$ cat config.mk
export PLATFORM = sky130hd
export DESIGN_NAME = vreg_i2c_target
export DESIGN_NICKNAME = d
export VERILOG_FILES = /design/src/rtl/i2ct_pkg.sv /design/src/rtl/i2ct_pin_filter.sv /design/src/rtl/i2ct_bus_ctrl.sv /design/src/rtl/i2ct_regs.sv /design/src/rtl/vreg_i2c_target.sv
export SDC_FILE = /design/constraint.sdc
export NUM_CORES = 1
export LEC_CHECK = 0
export BUFFER_PORTS_ARGS = -buffer_cell sky130_fd_sc_hd__buf_2
export CELL_PAD_IN_SITES_DETAIL_PLACEMENT = 0
export CELL_PAD_IN_SITES_GLOBAL_PLACEMENT = 1
export CORE_AREA = 2 2 91 93
export DETAILED_ROUTE_END_ITERATION = 12
export DIE_AREA = 0 0 93 95
export MAX_ROUTING_LAYER = met4
export PLACE_DENSITY = 0.85
export SYNTH_ARGS = -nofsm -noshare
export SYNTH_HDL_FRONTEND = slang
export SYNTH_HIERARCHICAL = 1
export SYNTH_SLANG_ARGS = --single-unit
export TNS_END_PERCENT = 100
$ cat constraint.sdc
create_clock -name clk -period 2.6 [get_ports clk]
set_input_delay 0.39 -clock clk [delete_from_list [all_inputs] [get_ports clk]]
set_output_delay 0.39 -clock clk [all_outputs]
set_load 0.005 [all_outputs]
$ cat src/rtl/i2ct_pkg.sv
package i2ct_pkg;
  typedef enum logic [2:0] {
    ST_IDLE,
    ST_ADDR,
    ST_ADDR_ACK,
    ST_REG,
    ST_REG_ACK,
    ST_WDATA,
    ST_WDATA_ACK,
    ST_RDATA
  } bus_st_e;

  localparam logic [7:0] RA_SEL0 = 8'h00;
  localparam logic [7:0] RA_SEL1 = 8'h01;
  localparam logic [7:0] RA_CTRL = 8'h02;
  localparam logic [7:0] RA_ID1  = 8'h03;
  localparam logic [7:0] RA_ID2  = 8'h04;
  localparam logic [7:0] RA_MON  = 8'h05;

  localparam logic [7:0] CTRL_RESET   = 8'h82;
  localparam logic [7:0] CTRL_STORE_M = 8'hF3;
  localparam int         CTRL_SRST    = 2;
  localparam logic [7:0] ID1_VALUE    = 8'h81;
  localparam logic [7:0] ID2_VALUE    = 8'h08;
  localparam logic [4:0] HS_CODE_TOP  = 5'b00001;
endpackage

$ cat src/rtl/i2ct_pin_filter.sv
module i2ct_pin_filter #(
  parameter int SYNC_STAGES = 2,
  parameter int FILT_LEN    = 3
) (
  input  logic clk,
  input  logic rst_n,
  input  logic pin_i,
  output logic level_o
);
  logic [SYNC_STAGES-1:0] sync_q;
  logic [FILT_LEN-1:0]    hist_q;
  logic                   level_q, level_d;

  always_comb begin
    level_d = level_q;
    if (&hist_q)       level_d = 1'b1;
    else if (~|hist_q) level_d = 1'b0;
  end

  always_ff @(posedge clk or negedge rst_n) begin
    if (!rst_n) begin
      sync_q  <= '1;
      hist_q  <= '1;
      level_q <= 1'b1;
    end else begin
      sync_q  <= {sync_q[SYNC_STAGES-2:0], pin_i};
      hist_q  <= {hist_q[FILT_LEN-2:0], sync_q[SYNC_STAGES-1]};
      level_q <= level_d;
    end
  end

  assign level_o = level_q;

  // the filtered level only moves after FILT_LEN equal samples
  p_filter_agree_r10: assert property (@(posedge clk) disable iff (!rst_n)
    (level_q != $past(level_q)) |-> ($past(hist_q) == {FILT_LEN{level_q}}));
endmodule

$ cat src/rtl/i2ct_bus_ctrl.sv
module i2ct_bus_ctrl
  import i2ct_pkg::*;
#(
  parameter logic [6:0] TARGET_ADDR = 7'b1100000
) (
  input  logic       clk,
  input  logic       rst_n,
  input  logic       scl_f,
  input  logic       sda_f,
  input  logic [7:0] rd_data_i,
  output logic       sda_oe_o,
  output logic       hs_mode_o,
  output logic       wr_en_o,
  output logic       rd_en_o,
  output logic [7:0] reg_ptr_o,
  output logic [7:0] wr_data_o
);
  bus_st_e    state_q, state_d;
  logic [3:0] bitcnt_q, bitcnt_d;
  logic [7:0] shift_q, shift_d;
  logic [7:0] ptr_q, ptr_d;
  logic       oe_q, oe_d;
  logic       hs_q, hs_d;
  logic       busy_q, busy_d;
  logic       fresh_q, fresh_d;
  logic       read_q, read_d;
  logic       skip_q, skip_d;
  logic       scl_q, sda_q;
  logic       start_det, stop_det, scl_rise, scl_fall, byte_end;

  assign start_det = scl_f && scl_q && sda_q && !sda_f;
  assign stop_det  = scl_f && scl_q && !sda_q && sda_f;
  assign scl_rise  = scl_f && !scl_q;
  assign scl_fall  = !scl_f && scl_q;
  assign byte_end  = scl_fall && (bitcnt_q == 4'd8);

  always_comb begin
    state_d  = state_q;
    bitcnt_d = bitcnt_q;
    shift_d  = shift_q;
    ptr_d    = ptr_q;
    oe_d     = oe_q;
    hs_d     = hs_q;
    busy_d   = busy_q;
    fresh_d  = fresh_q;
    read_d   = read_q;
    skip_d   = skip_q;
    wr_en_o  = 1'b0;
    rd_en_o  = 1'b0;
    if (stop_det) begin
      state_d = ST_IDLE;
      oe_d    = 1'b0;
      hs_d    = 1'b0;
      busy_d  = 1'b0;
      skip_d  = 1'b0;
    end else if (start_det) begin
      state_d  = ST_ADDR;
      bitcnt_d = 4'd0;
      oe_d     = 1'b0;
      fresh_d  = !busy_q;
      busy_d   = 1'b1;
      skip_d   = 1'b0;
    end else if (!skip_q) begin
      unique case (state_q)
        ST_ADDR, ST_REG, ST_WDATA: begin
          if (scl_rise) begin
            shift_d  = {shift_q[6:0], sda_f};
            bitcnt_d = bitcnt_q + 4'd1;
          end else if (byte_end) begin
            bitcnt_d = 4'd0;
            if (state_q == ST_ADDR) begin
              if (fresh_q && shift_q[7:3] == HS_CODE_TOP) begin
                hs_d   = 1'b1;
                skip_d = 1'b1;
              end else if (shift_q[7:1] == TARGET_ADDR) begin
                read_d  = shift_q[0];
                oe_d    = 1'b1;
                state_d = ST_ADDR_ACK;
              end else begin
                skip_d = 1'b1;
              end
            end else if (state_q == ST_REG) begin
              ptr_d   = shift_q;
              oe_d    = 1'b1;
              state_d = ST_REG_ACK;
            end else begin
              wr_en_o = 1'b1;
              oe_d    = 1'b1;
              state_d = ST_WDATA_ACK;
            end
          end
        end
        ST_ADDR_ACK: if (scl_fall) begin
          bitcnt_d = 4'd0;
          if (read_q) begin
            rd_en_o = 1'b1;
            shift_d = rd_data_i;
            oe_d    = !rd_data_i[7];
            state_d = ST_RDATA;
          end else begin
            oe_d    = 1'b0;
            state_d = ST_REG;
          end
        end
        ST_REG_ACK: if (scl_fall) begin
          oe_d    = 1'b0;
          state_d = ST_WDATA;
        end
        ST_WDATA_ACK: if (scl_fall) begin
          oe_d   = 1'b0;
          skip_d = 1'b1;
        end
        ST_RDATA: begin
          if (scl_rise) begin
            bitcnt_d = bitcnt_q + 4'd1;
          end else if (byte_end) begin
            oe_d   = 1'b0;
            skip_d = 1'b1;
          end else if (scl_fall) begin
            shift_d = {shift_q[6:0], 1'b0};
            oe_d    = !shift_q[6];
          end
        end
        default: ;
      endcase
    end
  end

  always_ff @(posedge clk or negedge rst_n) begin
    if (!rst_n) begin
      state_q  <= ST_IDLE;
      bitcnt_q <= '0;
      shift_q  <= '0;
      ptr_q    <= '0;
      oe_q     <= 1'b0;
      hs_q     <= 1'b0;
      busy_q   <= 1'b0;
      fresh_q  <= 1'b0;
      read_q   <= 1'b0;
      skip_q   <= 1'b0;
      scl_q    <= 1'b1;
      sda_q    <= 1'b1;
    end else begin
      state_q  <= state_d;
      bitcnt_q <= bitcnt_d;
      shift_q  <= shift_d;
      ptr_q    <= ptr_d;
      oe_q     <= oe_d;
      hs_q     <= hs_d;
      busy_q   <= busy_d;
      fresh_q  <= fresh_d;
      read_q   <= read_d;
      skip_q   <= skip_d;
      scl_q    <= scl_f;
      sda_q    <= sda_f;
    end
  end

  assign sda_oe_o  = oe_q;
  assign hs_mode_o = hs_q;
  assign reg_ptr_o = ptr_q;
  assign wr_data_o = shift_q;

  // high-speed flag drops on every STOP
  p_hs_drop_r8: assert property (@(posedge clk) disable iff (!rst_n)
    stop_det |=> !hs_q);
  // a byte that is not ours, or the master code, is never driven
  p_skip_quiet_r3: assert property (@(posedge clk) disable iff (!rst_n)
    skip_q |-> !oe_q);
  // the bus is released whenever no transaction is open
  p_idle_release_r2: assert property (@(posedge clk) disable iff (!rst_n)
    (state_q == ST_IDLE) |-> !oe_q);
  // a write strobe is followed by the data ACK
  p_write_ack_r2: assert property (@(posedge clk) disable iff (!rst_n)
    wr_en_o |=> oe_q);
endmodule

$ cat src/rtl/i2ct_regs.sv
module i2ct_regs
  import i2ct_pkg::*;
#(
  parameter logic [6:0] SEL0_CODE = 7'h5A,
  parameter logic [6:0] SEL1_CODE = 7'h5A
) (
  input  logic       clk,
  input  logic       rst_n,
  input  logic       wr_en_i,
  input  logic       rd_en_i,
  input  logic [7:0] addr_i,
  input  logic [7:0] wdata_i,
  input  logic [6:0] status_i,
  output logic [7:0] rdata_o,
  output logic [7:0] sel0_o,
  output logic [7:0] sel1_o,
  output logic [7:0] ctrl_o
);
  localparam logic [7:0] SEL0_RESET = {1'b1, SEL0_CODE};
  localparam logic [7:0] SEL1_RESET = {1'b1, SEL1_CODE};

  logic [7:0] sel0_q, sel0_d, sel1_q, sel1_d, ctrl_q, ctrl_d;
  logic       flag_q, flag_d;
  logic       soft_rst;

  assign soft_rst = wr_en_i && (addr_i == RA_CTRL) && wdata_i[CTRL_SRST];

  always_comb begin
    sel0_d = sel0_q;
    sel1_d = sel1_q;
    ctrl_d = ctrl_q;
    flag_d = flag_q;
    if (rd_en_i && addr_i == RA_MON) flag_d = 1'b0;
    if (soft_rst) begin
      sel0_d = SEL0_RESET;
      sel1_d = SEL1_RESET;
      ctrl_d = CTRL_RESET;
      flag_d = 1'b1;
    end else if (wr_en_i) begin
      unique case (addr_i)
        RA_SEL0: sel0_d = wdata_i;
        RA_SEL1: sel1_d = wdata_i;
        RA_CTRL: ctrl_d = wdata_i & CTRL_STORE_M;
        default: ;
      endcase
    end
  end

  always_comb begin
    unique case (addr_i)
      RA_SEL0: rdata_o = sel0_q;
      RA_SEL1: rdata_o = sel1_q;
      RA_CTRL: rdata_o = ctrl_q;
      RA_ID1:  rdata_o = ID1_VALUE;
      RA_ID2:  rdata_o = ID2_VALUE;
      RA_MON:  rdata_o = {status_i[6:2], flag_q, status_i[1:0]};
      default: rdata_o = 8'h00;
    endcase
  end

  always_ff @(posedge clk or negedge rst_n) begin
    if (!rst_n) begin
      sel0_q <= SEL0_RESET;
      sel1_q <= SEL1_RESET;
      ctrl_q <= CTRL_RESET;
      flag_q <= 1'b0;
    end else begin
      sel0_q <= sel0_d;
      sel1_q <= sel1_d;
      ctrl_q <= ctrl_d;
      flag_q <= flag_d;
    end
  end

  assign sel0_o = sel0_q;
  assign sel1_o = sel1_q;
  assign ctrl_o = ctrl_q;

  // control bits 3 and 2 are never held
  p_ctrl_zero_bits_r5: assert property (@(posedge clk) disable iff (!rst_n)
    ctrl_q[3:2] == 2'b00);
  // soft reset reloads every writable register and raises the flag
  p_soft_reset_r6: assert property (@(posedge clk) disable iff (!rst_n)
    soft_rst |=> (sel0_q == SEL0_RESET && sel1_q == SEL1_RESET &&
                  ctrl_q == CTRL_RESET && flag_q));
  // reading the status register clears the flag
  p_flag_clear_r7: assert property (@(posedge clk) disable iff (!rst_n)
    (rd_en_i && addr_i == RA_MON) |=> !flag_q);
  // a write elsewhere leaves the writable registers untouched
  p_ro_write_r9: assert property (@(posedge clk) disable iff (!rst_n)
    (wr_en_i && addr_i > RA_CTRL) |=> $stable(sel0_q) && $stable(sel1_q) && $stable(ctrl_q));
endmodule

$ cat src/rtl/vreg_i2c_target.sv
module vreg_i2c_target #(
  parameter logic [6:0] TARGET_ADDR = 7'b1100000,
  parameter logic [6:0] SEL0_CODE   = 7'h5A,
  parameter logic [6:0] SEL1_CODE   = 7'h5A,
  parameter int         SYNC_STAGES = 2,
  parameter int         FILT_LEN    = 3
) (
  input  logic       clk,
  input  logic       rst_n,
  input  logic       scl_i,
  input  logic       sda_i,
  input  logic [6:0] status_i,
  output logic       sda_oe_o,
  output logic       hs_mode_o,
  output logic [7:0] sel0_o,
  output logic [7:0] sel1_o,
  output logic [7:0] ctrl_o
);
  localparam int NPINS = 2;

  logic [1:0]       rst_sync_q;
  logic             rst_core_n;
  logic [NPINS-1:0] pins_raw, pins_flt;
  logic             wr_en, rd_en;
  logic [7:0]       reg_ptr, wr_data, rd_data;

  always_ff @(posedge clk or negedge rst_n) begin
    if (!rst_n) rst_sync_q <= 2'b00;
    else        rst_sync_q <= {rst_sync_q[0], 1'b1};
  end
  assign rst_core_n = rst_sync_q[1];

  assign pins_raw = {sda_i, scl_i};

  for (genvar g = 0; g < NPINS; g++) begin : g_pin
    i2ct_pin_filter #(
      .SYNC_STAGES(SYNC_STAGES),
      .FILT_LEN   (FILT_LEN)
    ) u_filt (
      .clk    (clk),
      .rst_n  (rst_core_n),
      .pin_i  (pins_raw[g]),
      .level_o(pins_flt[g])
    );
  end

  i2ct_bus_ctrl #(.TARGET_ADDR(TARGET_ADDR)) u_bus (
    .clk      (clk),
    .rst_n    (rst_core_n),
    .scl_f    (pins_flt[0]),
    .sda_f    (pins_flt[1]),
    .rd_data_i(rd_data),
    .sda_oe_o (sda_oe_o),
    .hs_mode_o(hs_mode_o),
    .wr_en_o  (wr_en),
    .rd_en_o  (rd_en),
    .reg_ptr_o(reg_ptr),
    .wr_data_o(wr_data)
  );

  i2ct_regs #(.SEL0_CODE(SEL0_CODE), .SEL1_CODE(SEL1_CODE)) u_regs (
    .clk     (clk),
    .rst_n   (rst_core_n),
    .wr_en_i (wr_en),
    .rd_en_i (rd_en),
    .addr_i  (reg_ptr),
    .wdata_i (wr_data),
    .status_i(status_i),
    .rdata_o (rd_data),
    .sel0_o  (sel0_o),
    .sel1_o  (sel1_o),
    .ctrl_o  (ctrl_o)
  );
endmodule

After elaboration in Yosys (flattened, before gate mapping):

Index checks and enable logic that the tools add are counted.

* register bits after elaboration: 70
* output and inout bits: 26
* logic and storage cells: 215

* add/sub/neg operators: 1
* equal/unequal tests: 40
* mux-type cells: 94
* bitwise operators: 6
* reduce and logical (&&, ||, !) cells: 51

Operator list (count)
* 8-bit two-way mux: 15
* 1-bit two-way mux: 55
* 8-bit one-hot mux with 6 select lines: 1
* 3-bit two-way mux: 11
* 4-bit two-way mux: 6
* 8-bit one-hot mux with 3 select lines: 1
* 4-bit by 1-bit != test with 1-bit output, second input constant: 5
* 10-bit AND reduction: 2
* 2-bit nonzero test: 10
* 8-bit by 2-bit == test with 1-bit output, second input constant: 2
* 8-bit by 3-bit == test with 1-bit output, second input constant: 2
* 8-bit AND reduction: 2
* 2-bit by 1-bit != test with 1-bit output, second input constant: 7
* 3-bit == test, second input constant: 4
* 1-bit logical AND: 12
* 4-bit one-hot mux with 3 select lines: 1
* 2-bit != test, second input constant: 5
* 5-bit by 3-bit != test with 1-bit output, second input constant: 2
* 3-bit one-hot mux with 3 select lines: 1
* 9-bit AND reduction: 1
* 3-bit OR reduction: 3
* 8-bit by 1-bit == test with 1-bit output, second input constant: 1
* 8-bit logical NOT: 1
* 4-bit by 2-bit != test with 1-bit output, second input constant: 2
* 23 further kinds: 40

Depth between registers and ports, before layout:

* word-level depth: 13
* depth in mapped cells: 9
* depth with buffers taken out: 8

Modules after synthesis:

The synthesis kept the hierarchy.

By module, submodules not included
* i2ct_bus_ctrl: times used 1, cells an instance 161, area an instance 1754.2 um^2
* i2ct_regs: times used 1, cells an instance 141, area an instance 1416.4 um^2
* i2ct_pin_filter: times used 2, cells an instance 10, area an instance 176.4 um^2
* vreg_i2c_target: times used 1, cells an instance 3, area an instance 53.8 um^2

Least setup slack after synthesis:

OpenSTA, ideal clock, no wires.

* kind: register to register
* start: reg u_bus.bitcnt_q[0]
* end: reg u_regs.sel0_q[1] (netlist: u_regs/sel0_o[1])
* arrival: 2.666 ns
* required time: 2.520 ns
* path slack: -0.146 ns
* cell stages (with the launch flop): 10
* path buffers: 1
* path through: dfrtp_1 -> inv_1 -> ha_1 -> nand3b_1 -> nor3_1 -> nor4b_1 -> or4b_4 -> buf_6 -> or4_4 -> o22a_1

* cells in the longest elaborated chain, start to end: 12

Ends and longest elaborated chain
* start, declared: RTL line i2ct_bus_ctrl.sv:19 `logic [3:0] bitcnt_q, bitcnt_d;`
* start signal, assigned: RTL line i2ct_bus_ctrl.sv:145 `bitcnt_q <= bitcnt_d;`
* 4-bit == test *: RTL line i2ct_bus_ctrl.sv:35 `assign byte_end = scl_fall && (bitcnt_q == 4'd8);`
* 1-bit logical AND *: RTL line i2ct_bus_ctrl.sv:35
* 1-bit two-way mux *: RTL line i2ct_bus_ctrl.sv:69 `end else if (byte_end) begin`
* 1-bit two-way mux *: RTL line i2ct_bus_ctrl.sv:66 `if (scl_rise) begin`
* 1-bit two-way mux *: RTL line i2ct_bus_ctrl.sv:64 `unique case (state_q)`
* 1-bit two-way mux *: RTL line i2ct_bus_ctrl.sv:63 `end else if (!skip_q) begin`
* 1-bit two-way mux *: RTL line i2ct_bus_ctrl.sv:56 `end else if (start_det) begin`
* 1-bit two-way mux *: RTL line i2ct_bus_ctrl.sv:50 `if (stop_det) begin`
* named net wr_en: RTL line vreg_i2c_target.sv:24 `logic wr_en, rd_en;`
* 1-bit logical AND (2 in a row): RTL line i2ct_regs.sv:26 `assign soft_rst = wr_en_i && (addr_i == RA_CTRL) && wdata_i[CTRL_SRST];`
* 2-bit nonzero test (no source line)
* 2-bit AND reduction (no source line)
* end signal, assigned: RTL line i2ct_regs.sv:68 `sel0_q <= sel0_d;`
* end, declared: RTL line i2ct_regs.sv:22 `logic [7:0] sel0_q, sel0_d, sel1_q, sel1_d, ctrl_q, ctrl_d;`

The timed path passes the listed nets; every way through them passes the cells marked *.
A chain may end at the register's enable or synchronous reset.

Worst setup path in the final report:

* start: reg u_bus.bitcnt_q[0]
* end: reg u_regs.sel0_q[3] (netlist: u_regs/sel0_o[3])

The elaborated chain is that of the path after synthesis.

==> summary.txt <==
Critical path class: reg2reg
Comb pwr share: 17.7%
Initial antenna violation count: 0
Num CTS Buffers: 9
IO Pins: 37
Yosys Warn Count: 6
Via/cell ratio: 5.95
CTS tree: yes
XOR/XNOR share of the synthesized area: 0.245%
Grt ovf: 0
Total net switching power: 0.834 mW
Final Setup Violations: 0
Clock Latency Late Sink: 360 ps
Slowest CP cell: or4b_4
Die X-Extent: 93 um
Setup crit start kind: flop
Setup TNS: 0 ps
Max_cap viols: 0
Worst rel slew slack: 54.1%
Post-synth EDFFs: 0
Worst path max stage delay: 520 ps
Max Freq: 395 MHz
Layout cell share with drive strength beyond 1: 39.1%
Seq/Total Area, Yosys: 48.5%
Skew final: 13.5 ps
Register area: 1740 um2
Crit path cell chain: inv_2, ha_4, nand3b_1, nor3_2, nor4b_4, or4b_4, or4_4, o22a_1
Status: finished clean
Sink Count: 68
Clk root buf: clkbuf_8
Footprint of the multi-input gates: 1730 um2
Drt drc: 0
Final period util: 97.5%
Initial Util: 45.1%
Yosys cell types: 60
Synth Area in Simple Gates: 18.5%
DRT Pass-1 Iters: 4
Diodes inserted: 0
Vias in the first global route: 2780
Internal power component: 1.80 mW
Synthesized area: 3580 um2
Slew Limit Fails: 0
IO Port Bufs: 34
Gate Count Post-Synth: 325
Main combinational cell family by area after synthesis: simple AND/OR/NAND/NOR gates
Switch share: 31.7%
Total global-route track usage: 21.4%
Row cnt: 33
Static Leak: 1.82 nW
Post-DP HPWL: 6030 um
Multiplexer area fraction after synthesis: 12.7%
Required @ worst endpoint: 2880 ps
Compound-cell area share of the yosys netlist: 14.8%
Post-Synth Adder-Cell Area: 0.979%
WP data arrival: 2810 ps
Nets: 387
Routed Antenna Nets: 0
Tightest Hold Check Type: in2reg
Async S/R FF share, synth: 100%
Syn_area_per_cell: 11.0 um2
Longest Clk Path Bufs: 2
WHS: 132 ps
Initial drt markers: 251
H-tree Lvls: 3
Routed Wire Length: 8630 um
Area growth, synth to finish: 16.8%
RePlAce Congestion: 0.901
Clock slew at reported path FFs: 80 ps
Fillers: 714
PwrDens: 629 nW/um2
Die height: 95 um
CP endpoint kind: flop
Finished Core Util: 52.7%
Worst slew pin tran: 688 ps
Crit path time final: 2530 ps
Crit Path Max Fanout: 5
Largest net degree at the start of global routing: 36
First-pass GRT wire length: 14100 um
Clock power frac: 32.3%
Fin. Hold Viols: 0
Drt wl/cell: 17.8 um
Synth Register Bits: 68
Core Box Area: 7930 um2
Main synth FF type: dfrtp_1
Sequential share of power: 50.0%
VDD IR max: 0.348 mV
Die area: 8840 um2
Vias: 2879
-- power groups by stage --
stage                     combinational (mW)  clock (mW)  sequential [mW]
after floorplan                        0.326           0             1.27
after detailed placement               0.438           0             1.33
after global routing                   0.513       0.910             1.33
after global placement                 0.430           0             1.33
after CTS                              0.442       0.873             1.31
final                                  0.466       0.849             1.31
-- worst paths after layout --
check | to | slack (ps) | cells past startpoint | from
setup / recovery | u_regs/sel0_o[3] | 70 | 8 | u_bus/bitcnt_q[0]
hold / removal | g_pin[0].u_filt/sync_q[0] | 130 | 1 | scl_i
setup reg to reg | u_regs/sel0_o[3] | 70 | 8 | u_bus/bitcnt_q[0]
hold reg to reg | u_bus/fresh_q | 320 | 0 | rst_sync_q[1]
max in group asynchronous | u_regs/sel0_o[7] | 1590 | 1 | rst_sync_q[1]
min in group asynchronous | u_bus/fresh_q | 320 | 0 | rst_sync_q[1]
-- cell families after synthesis --
logic type,count (synthesis)
other,2
multiplexers,41
AO/OA/AOI/OAI,76
flip-flops,68
XOR/XNOR,1
buffers and inverters,28
adder cells (fa/ha/maj),3
AND/OR/NAND/NOR,106
-- cell type report --
type	count	share of cell area, %
clock inverters	5	1.02
multi-input cells	230	41.5
inverters	9	0.808
clock buffers	11	3.65
well taps	105	3.14
repair buffers	56	8.38
flip-flops and latches	68	41.5
-- what timing repair did --
action                     CTS  global route
setup endpoints to repair    0            18
setup buffers                0             2
resized for setup            0             4
hold buffers                 1             0
hold endpoints to repair     2             0
-- cells in the final DEF (no fill, tap or decap), drive strengths merged, types with 5 or more instances in the layout --
cell type,n
buf,55
dfrtp,42
mux2,35
dfstp,26
o21ai,22
nand2,19
nor2,13
a21oi,12
nor2b,12
clkbuf,11
inv,11
nand4,8
a31oi,8
nor4,8
nand3,8
nor3,7
mux2i,6
o22a,5
-- flip-flops by register name, indices dropped and copies added, names as in the netlist --
signal	cells
u_bus/read_q	1
u_regs/flag_q	1
u_bus/scl_q	1
u_bus/hs_mode_o	1
u_bus/busy_q	1
g_pin.u_filt/hist_q	6
u_bus/reg_ptr_o	8
rst_sync_q	2
u_regs/sel1_o	8
u_bus/state_q	3
g_pin.u_filt/level_o	2
g_pin.u_filt/sync_q	4
u_bus/fresh_q	1
u_bus/wr_data_o	8
u_regs/sel0_o	8
u_regs/ctrl_o	6
u_bus/sda_oe_o	1
u_bus/sda_q	1
u_bus/bitcnt_q	4
u_bus/skip_q	1
-- per-stage QoR --
stage / cells / setup slack, ps / cell area (um2) / power (mW)
global placement: 465 / 72.4 / 3940 / 1.76
CTS: 482 / 5.62 / 4150 / 2.63
detailed placement: 465 / 8.18 / 3940 / 1.77
finish: 484 / 65.2 / 4180 / 2.63
floorplan: 326 / 9.63 / 3600 / 1.59
global route: 484 / -19.0 / 4180 / 2.75
-- metal layers --
metal | wire length, um | global-route usage, %
met5 | 0 | -
met4 | 170 | 9.19
met2 | 3900 | 29.1
met3 | 499 | 4.63
met1 | 4060 | 30.7
-- critical path, delay by kind of cell, from the launching register on --
kind	cells	cell delay, ps
buf+inv	1	90
simple gates	5	1600
fa+ha+maj	1	130
flops	1	400
compound gates	1	240
-- synthesized netlist by cell type (5+ instances only) --
master / instances / area (um2)
mux2_2: 35 / 394
nand3_1: 7 / 35.0
o22a_1: 5 / 43.8
nor4_1: 8 / 50.1
dfrtp_1: 42 / 1050
mux2i_1: 6 / 60.1
inv_1: 9 / 33.8
a31oi_1: 8 / 50.1
dfstp_2: 26 / 683
nor3_1: 7 / 35.0
a21oi_1: 12 / 60.1
nor2b_1: 11 / 68.8
o21ai_0: 18 / 90.1
nand2_1: 19 / 71.3
nor2_1: 13 / 48.8
clkbuf_1: 8 / 30.0
nand4_1: 8 / 50.1
No activity file was read; power rests on OpenSTA's default activity.
